===== src/rtl/irq_src_layer.sv =====
module irq_src_layer #(
  parameter int NSRC = 8,
  parameter int NUM_W = 8,
  parameter int OFFSET = 16,
  parameter int SRV_W = 4,
  parameter logic [NSRC-1:0] LSI_MAP = 8'hF0,
  localparam int IW = (NSRC > 1) ? $clog2(NSRC) : 1
) (
  input  logic             clk,
  input  logic             rst_n,
  input  logic [NSRC-1:0]  src_in,
  input  logic             cfg_we,
  input  logic [IW-1:0]    cfg_idx,
  input  logic [SRV_W-1:0] cfg_server,
  input  logic [7:0]       cfg_prio,
  input  logic             rsp_valid,
  input  logic             rsp_accept,
  input  logic             rej_valid,
  input  logic [NUM_W-1:0] rej_num,
  input  logic             eoi_valid,
  input  logic [NUM_W-1:0] eoi_num,
  input  logic             resend,
  output logic             req_valid,
  output logic [NUM_W-1:0] req_num,
  output logic [7:0]       req_prio,
  output logic [SRV_W-1:0] req_server
);
  localparam logic [NUM_W-1:0] BASE = NUM_W'(OFFSET);
  localparam logic [NUM_W-1:0] LAST = NUM_W'(OFFSET + NSRC);

  logic [7:0]       prio_q [NSRC];
  logic [7:0]       prio_n [NSRC];
  logic [SRV_W-1:0] srv_q  [NSRC];
  logic [SRV_W-1:0] srv_n  [NSRC];
  logic [NSRC-1:0]  sent_q, sent_n, rej_q, rej_n, mp_q, mp_n, lvl_q, lvl_n, need_q, need_n;
  logic             busy_q;
  logic [IW-1:0]    cur_q, pick;
  logic [7:0]       rq_prio;
  logic [SRV_W-1:0] rq_srv;

  wire issue = !busy_q && |need_q;
  wire ans   = busy_q && rsp_valid;
  wire [NUM_W-1:0] rej_loc = rej_num - BASE;
  wire [NUM_W-1:0] eoi_loc = eoi_num - BASE;
  wire rej_hit = rej_valid && rej_num >= BASE && rej_num < LAST;
  wire eoi_hit = eoi_valid && eoi_num >= BASE && eoi_num < LAST;

  assign req_valid  = busy_q;
  assign req_num    = NUM_W'(cur_q) + BASE;
  assign req_prio   = rq_prio;
  assign req_server = rq_srv;

  always_comb begin
    pick = '0;
    for (int i = NSRC - 1; i >= 0; i--)
      if (need_q[i]) pick = IW'(i);
  end

  always_comb begin
    sent_n = sent_q; rej_n = rej_q; mp_n = mp_q; lvl_n = lvl_q; need_n = need_q;
    for (int i = 0; i < NSRC; i++) begin
      logic chk;
      chk = 1'b0;
      prio_n[i] = prio_q[i];
      srv_n[i]  = srv_q[i];
      if ((ans && !rsp_accept && cur_q == IW'(i)) || (rej_hit && rej_loc == NUM_W'(i))) begin
        if (LSI_MAP[i]) sent_n[i] = 1'b0;
        else            rej_n[i]  = 1'b1;
      end
      if (eoi_hit && eoi_loc == NUM_W'(i) && LSI_MAP[i]) sent_n[i] = 1'b0;
      if (issue && pick == IW'(i)) need_n[i] = 1'b0;
      if (cfg_we && cfg_idx == IW'(i)) begin
        prio_n[i] = cfg_prio;
        srv_n[i]  = cfg_server;
        if (cfg_prio == 8'hFF && need_n[i]) begin
          need_n[i] = 1'b0;
          if (LSI_MAP[i]) sent_n[i] = 1'b0;
          else            mp_n[i]   = 1'b1;
        end
        if (LSI_MAP[i]) chk = 1'b1;
        else if (mp_n[i] && cfg_prio != 8'hFF) begin
          mp_n[i]   = 1'b0;
          need_n[i] = 1'b1;
        end
      end
      if (LSI_MAP[i]) begin
        lvl_n[i] = src_in[i];
        if (src_in[i] != lvl_q[i]) chk = 1'b1;
      end else if (src_in[i]) begin
        if (prio_n[i] == 8'hFF) mp_n[i]   = 1'b1;
        else                    need_n[i] = 1'b1;
      end
      if (resend) begin
        if (LSI_MAP[i]) chk = 1'b1;
        else if (rej_n[i]) begin
          rej_n[i] = 1'b0;
          if (prio_n[i] != 8'hFF) need_n[i] = 1'b1;
        end
      end
      if (LSI_MAP[i] && chk && prio_n[i] != 8'hFF && lvl_n[i] && !sent_n[i]) begin
        sent_n[i] = 1'b1;
        need_n[i] = 1'b1;
      end
    end
  end

  always_ff @(posedge clk) begin
    if (!rst_n) begin
      for (int i = 0; i < NSRC; i++) begin
        prio_q[i] <= 8'hFF;
        srv_q[i]  <= '0;
      end
      sent_q <= '0; rej_q <= '0; mp_q <= '0; lvl_q <= '0; need_q <= '0;
      busy_q <= 1'b0; cur_q <= '0; rq_prio <= 8'hFF; rq_srv <= '0;
    end else begin
      prio_q <= prio_n; srv_q <= srv_n;
      sent_q <= sent_n; rej_q <= rej_n; mp_q <= mp_n; lvl_q <= lvl_n; need_q <= need_n;
      if (issue) begin
        busy_q  <= 1'b1;
        cur_q   <= pick;
        rq_prio <= prio_q[pick];
        rq_srv  <= srv_q[pick];
      end else if (ans) begin
        busy_q <= 1'b0;
      end
    end
  end
endmodule


===== config.mk =====
export PLATFORM = sky130hd
export DESIGN_NAME = irq_src_layer
export DESIGN_NICKNAME = d
export VERILOG_FILES = /design/src/rtl/irq_src_layer.sv
export SDC_FILE = /design/constraint.sdc
export NUM_CORES = 1
export LEC_CHECK = 0
export ABC_AREA = 1
export BUFFER_PORTS_ARGS = -buffer_cell sky130_fd_sc_hd__buf_2
export CAP_MARGIN = 15
export CORE_UTILIZATION = 35
export CTS_CLUSTER_SIZE = 28
export DETAILED_ROUTE_END_ITERATION = 10
export SYNTH_ARGS = -nofsm -noshare
export SYNTH_HDL_FRONTEND = slang
export SYNTH_SLANG_ARGS = --single-unit

===== constraint.sdc =====
create_clock -name clk -period 4.1 [get_ports clk]
set_clock_uncertainty 0.05 [all_clocks]
set_input_delay 0.41 -clock clk [delete_from_list [all_inputs] [get_ports clk]]
set_output_delay 0.41 -clock clk [all_outputs]
set_load 0.005 [all_outputs]

* Word level (Yosys, flattened, before mapping) *
Index checks and enable logic that the tools add are counted.

storage, ports and cells
  bits in registers = 136
  input bits = 47
  output and inout port bits = 21
  word-level logic and storage cells = 309

cells by class
  add/subtract/negate cells = 3
  order comparisons = 5
  equal/unequal tests = 50
  muxes and demuxes = 136
  bitwise gates (word level) = 2
  reduce and logical (&&, ||, !) cells = 88

operator list
  kind                   number
  $mux W1                114
  $mux W8                10
  $ne A8 B8 Y1 const B   9
  $logic_and A1 B1 Y1    67
  $eq A8 B3 Y1 const B   8
  $eq A8 B8 Y1 const B   5
  $eq A3 B3 Y1 const B   12
  $bmux W8 S3            1
  $mux W3                8
  $eq A3 B2 Y1 const B   6
  $eq A8 B2 Y1 const B   2
  $ge A8 B5 Y1 const B   2
  $lt A8 B5 Y1 const B   2
  $sub A8 B5 Y8 const B  2
  $bmux W4 S3            1
  $eq A3 B1 Y1 const B   3
  $logic_not A3 Y1       3
  $eq A8 B1 Y1 const B   1
  $logic_not A8 Y1       1
  $logic_or A1 B1 Y1     8
  $mux W4                2
  $reduce_or A8 Y1       1
  $add A3 B5 Y6 const B  1
  $logic_not A1 Y1       6
  6 further kinds        9

* Depth between registers and ports, before layout *
  depth after elaboration = 22
  mapped depth = 15
  gate-level depth less buffers = 14

* Least setup slack after synthesis *
No wires, ideal clock.

  path kind = in2reg
  from = in cfg_idx[1]
  to = reg sent_q[4]
  library setup time = 0.128 ns
  data arrival time = 1.447 ns
  data required time = 3.922 ns
  setup slack = 2.476 ns
  stages = 8
  buffers on the path = 1
  path through = nor2_1 > nand2_2 > buf_2 > o21ai_0 > nand4_1 > o21a_1 > a21oi_1 > nor2_1

between the ends
  longest elaborated chain between the ends = 9
  elaborated cells on any way between the ends = 13
  classes of those cells = eq/ne (2); mux (6); reduce/logical (5)

RTL lines
  element                            line  RTL
  start, declared                    13    input logic [IW-1:0] cfg_idx,
  $eq A3 B3 Y1 (*)                   72    if (cfg_we && cfg_idx == IW'(i)) begin
  $logic_and A1 B1 Y1 (*)            72
  $mux W1                            72
  $mux W1                            88    if (src_in[i] != lvl_q[i]) chk = 1'b1;
  $mux W1                            93    if (resend) begin
  $logic_and A1 B1 Y1 (3 in series)  100   if (LSI_MAP[i] && chk && prio_n[i] != 8'hFF && lvl_n[i] && !sent_n[i]) begin
  $mux W1 (*)                        100
  end signal, assigned               117   sent_q <= sent_n; rej_q <= rej_n; mp_q <= mp_n; lvl_q <= lvl_n; need_q <= need_n;
  end, declared                      35    logic [NSRC-1:0] sent_q, sent_n, rej_q, rej_n, mp_q, mp_n, lvl_q, lvl_n, need_q, need_n;

Every way passes the cells marked *; elsewhere a longest branch is shown, timed or not.
A chain may end at the register's enable or synchronous reset.

* Worst setup path in the final report *
  from = reg need_q[0]
  to = reg need_q[6]

between the ends
  longest elaborated chain between the ends = 10
  elaborated cells on any way between the ends = 14
  classes of those cells = eq/ne (1); mux (7); reduce/logical (6)

RTL lines
  element                                                     line    RTL
  start, declared                                             35
  start signal, assigned                                      117
  $mux W3 / $reduce_or A8 Y1 (equally long branches)          56, 41
  $eq A3 B3 Y1 / $logic_and A1 B1 Y1 (equally long branches)  71, 41
  $logic_and A1 B1 Y1 (*)                                     71      if (issue && pick == IW'(i)) need_n[i] = 1'b0;
  $mux W1 (*)                                                 71
  $logic_and A1 B1 Y1                                         75      if (cfg_prio == 8'hFF && need_n[i]) begin
  $mux W1                                                     75
  $mux W1                                                     72
  $logic_not A1 Y1                                            100
  $logic_and A1 B1 Y1                                         100
  $mux W1 (*)                                                 100

Marks and branches as above.

==> out/summary.log <==
qor: clocking.clock_sink_count 136
qor: clocking.clockBufferDepth 2
qor: timing.fin_worst_hold_slack 0.129 ns
qor: setup_path.timing.rr.end need_q[6]
qor: timing.final_number_of_max_transition_violations 0
qor: setup_path.ff2ff_setup_slack 1.46 ns
qor: synth.instance_count_of_the_mapped_netlist 1,002
qor: power.power.share.clock 0.405
qor: floorplanning.dieArea 20,000 µm²
qor: floorplanning.initial_core_util 0.360
qor: clocking.clockRootBuffer sky130_fd_sc_hd__clkbuf_16
qor: place.routabilityCongestion 0.844
qor: power.power_report.internal_total 2.65 mW
qor: power.peakVddDrop 386 µV
qor: setup_path.timing.reg2reg.worst_path_depth 10
qor: outcome.outcome finished, final reports clean
qor: clocking.post-cts-setup-buffers 0
qor: global_route.grt_first_pass_wirelength 33.1 mm
qor: setup_path.worstSetupPathType reg2reg
qor: layout.antenna-diode-count 0
qor: floorplanning.ioPinCount 68
qor: synth.yosysUniqueCellTypes 33
qor: power.power.share.combinational 0.213
qor: floorplanning.placement_rows 50
qor: place.post-dp-hpwl 14.3 mm
qor: timing.worst_pin_slew 0.965 ns
qor: min_path.endpoint_with_the_worst_hold_slack lvl_q[7]
qor: timing.final-hold-violation-count 0
qor: clocking.cts-htree-levels 4
qor: drt.detailedRoute.firstIterationViolations 532
qor: timing.setup_total_negative_slack 0 ns
qor: clocking.postCtsResizedCells 0
qor: timing.slew_headroom 0.355
qor: place.place.port_buffers 62
qor: power.power_frac_seq 0.382
qor: power.leakage 3.81 nW
qor: floorplanning.die_height 141 µm
qor: clocking.tritoncts built
qor: timing.unrepaired_setup_endpoints_after_global_routing false
qor: clocking.skew_pair_late_insertion_delay 0.43 ns
qor: global_route.first_global_vias 6,127
qor: global_route.grt_antenna_before_repair 0
qor: power.power-per-cell-area 502 nW/µm²
qor: min_path.hold_path.startpoint src_in[7]
qor: setup_path.critical_path.cell_chain inv_1 > nand2_1 > nor3_2 > nand2_1 > nor2_2 > nand3_1 > nand4_1 > nand2_1 > nand2_1 > a21oi_1
qor: setup_path.worst-endpoint-required 4.34 ns
qor: job.drv_cap 0
qor: timing.finalCriticalPeriod 2.64 ns
qor: drt.drt.antenna.violating_nets 0
qor: setup_path.crit_path_end_kind register
qor: drt.route.detailed.drc 0
qor: layout.synthToLayoutAreaGrowth 14.2%
qor: clocking.cts-hold-fix-buffers 0
qor: setup_path.critical_path_max_stage_delay 0.67 ns
qor: drt.dr.pass1.iters 5
qor: drt.mean_routed_wirelength_per_cell 15.6 µm
qor: min_path.min-delay-path-class in2reg
qor: layout.layout-drive-gt1-share 0.171
qor: synth.ys_seq_area_frac 0.401
qor: floorplanning.core_region_area 18,800 µm²
qor: clocking.clk_transition_reported_paths 0.06 ns
qor: global_route.grt_max_degree 71
qor: global_route.overall_overflow_remaining_after_global_route 0
qor: power.sw_frac_of_total 0.318
qor: setup_path.worst_ep_arrival_time 2.88 ns
qor: drt.ratio_of_routed_vias_to_standard_cells 4.93
qor: clocking.numCtsBuffers 17
qor: min_path.whs_path_depth 3
qor: synth.synth_area_per_cell 6.77 µm²
qor: global_route.groute.usage.overall 0.217
qor: drt.detailroute.via_count 6,457
qor: setup_path.worstSetupStartpointType register
qor: setup_path.regToRegStartpoint need_q[0]
qor: setup_path.timing_startpoint_of_the_critical_path need_q[0]
qor: setup_path.critical_path.max_fanout 17
qor: timing.fmaxAchievable 378 MHz
qor: power.p_sw 1.24 mW
qor: layout.nNetsFinal 1,085
qor: synth.netlist_area 6790 µm²
qor: drt.drt-total-wl 20.5 mm
qor: timing.setup_viol 0
qor: setup_path.cp_slowest_cell sky130_fd_sc_hd__nor2_2
qor: setup_path.cp_common_cell sky130_fd_sc_hd__nand2_1
qor: synth.synth.ff_latch_count 136
qor: timing.period_share 0.645
qor: floorplanning.die-width 141 µm
qor: synth.synth_warnings 0
==> sequential cells by signal, summed over array words and instances (netlist names), 3 cells and up <==
register    flops
prio_q         64
srv_q          32
need_q          8
req_prio        8
lvl_q           4
mp_q            4
rej_q           4
req_server      4
sent_q          4
cur_q           3
==> area by class of cell <==
| cell class | count | area, µm² |
|---|---|---|
| fill | 1983 | 11100 |
| multi-input combinational | 731 | 3430 |
| sequential | 136 | 2720 |
| clock buffer | 19 | 453 |
| timing repair buffer | 65 | 333 |
| inverter | 87 | 327 |
| tap | 260 | 325 |
| clock inverter | 13 | 153 |
==> power by group through the flow <==
stage	clock, mW	sequential, mW	combinational, mW
after floorplan	0	1.49	0.614
after global placement	0	1.52	0.810
after detailed placement	0	1.52	0.819
after CTS	1.59	1.49	0.824
after global routing	1.66	1.50	0.937
final	1.57	1.49	0.830
==> kinds of logic after synthesis <==
group	after synthesis	synth area share
other	2	0.00111
AO/OA/AOI/OAI	161	0.125
flip-flops	136	0.401
AND/OR/NAND/NOR	565	0.379
buffers and inverters	138	0.0944
==> critical path, delay by kind of cell, from the launching register on <==
family | cells | cell delay, ns
and+or+nand+nor | 8 | 1.73
DFF | 1 | 0.31
buffers and inverters | 1 | 0.36
AOI/OAI and AO/OA | 1 | 0.06
==> worst max path at each step <==
stage,to,cells after the start
finish,need_q[6],10
global route,need_q[6],10
CTS,need_q[6],10
detailed placement,need_q[6],10
global placement,need_q[6],10
floorplan,sent_q[4],8
==> routing by layer <==
layer,track usage,part of all wire,wire length (µm)
met5,0,0,0
met4,0.0704,0.021,425
met3,0.0442,0.057,1160
met2,0.355,0.47,9540
met1,0.286,0.46,9330
==> cell usage after synthesis, drive strengths merged <==
cell type | n | area [µm²]
a21boi | 1 | 7.51
a21oi | 42 | 225
a31oi | 4 | 25.0
buf | 34 | 250
clkbuf | 17 | 63.8
clkinv | 1 | 3.75
conb | 2 | 7.51
dfxtp | 136 | 2720
inv | 86 | 323
nand2 | 277 | 1080
nand3 | 73 | 375
nand3b | 6 | 45.0
nand4 | 33 | 206
nor2 | 112 | 455
nor3 | 14 | 95.1
nor4 | 2 | 12.5
o211ai | 3 | 22.5
o21a | 3 | 22.5
o21ai | 107 | 536
o31ai | 1 | 7.51
or2 | 48 | 300
==> cell usage in the layout, fill, tap and decap left out, types with 2 or more instances in the layout <==
master                       synthesis  routed
sky130_fd_sc_hd__nand3_1            71      71
sky130_fd_sc_hd__dfxtp_1           136     136
sky130_fd_sc_hd__nor3_2              5       5
sky130_fd_sc_hd__clkinv_2            0       5
sky130_fd_sc_hd__nand2_1           267     267
sky130_fd_sc_hd__clkbuf_8            0       2
sky130_fd_sc_hd__buf_2              14      62
sky130_fd_sc_hd__conb_1              2       5
sky130_fd_sc_hd__a31oi_1             4       4
sky130_fd_sc_hd__a21oi_1            40      40
sky130_fd_sc_hd__nand4_1            33      33
sky130_fd_sc_hd__nand2_4             3       3
sky130_fd_sc_hd__bufinv_16           0       3
sky130_fd_sc_hd__nor4_1              2       2
sky130_fd_sc_hd__nand2_2             7       7
sky130_fd_sc_hd__nand3_2             2       2
sky130_fd_sc_hd__inv_2               8       8
sky130_fd_sc_hd__inv_1              78      77
sky130_fd_sc_hd__clkinv_1            1       2
sky130_fd_sc_hd__buf_4              12       3
sky130_fd_sc_hd__o211ai_1            3       3
sky130_fd_sc_hd__o21ai_0            95      95
sky130_fd_sc_hd__nand3b_1            6       6
sky130_fd_sc_hd__clkbuf_16           0      17
sky130_fd_sc_hd__nor2_4              3       3
sky130_fd_sc_hd__or2_2              48      48
sky130_fd_sc_hd__nor3_1              9       9
sky130_fd_sc_hd__o21ai_1            12      12
sky130_fd_sc_hd__nor2_2              5       5
sky130_fd_sc_hd__clkinvlp_4          0       5
sky130_fd_sc_hd__nor2_1            104     104
sky130_fd_sc_hd__o21a_1              3       3
==> per-stage QoR <==
stage               power, mW  utilization  setup WS [ns]  area (µm²)  std cells
finish                   3.89        0.411           1.46        7750       1311
global route             4.09        0.411           1.28        7750       1311
detailed placement       2.33        0.379           1.51        7140       1279
global placement         2.33        0.379           1.53        7140       1279
floorplan                2.10            -           2.48        6800       1005
CTS                      3.91        0.411           1.49        7750       1311
(Power assumes the default switching activity.)
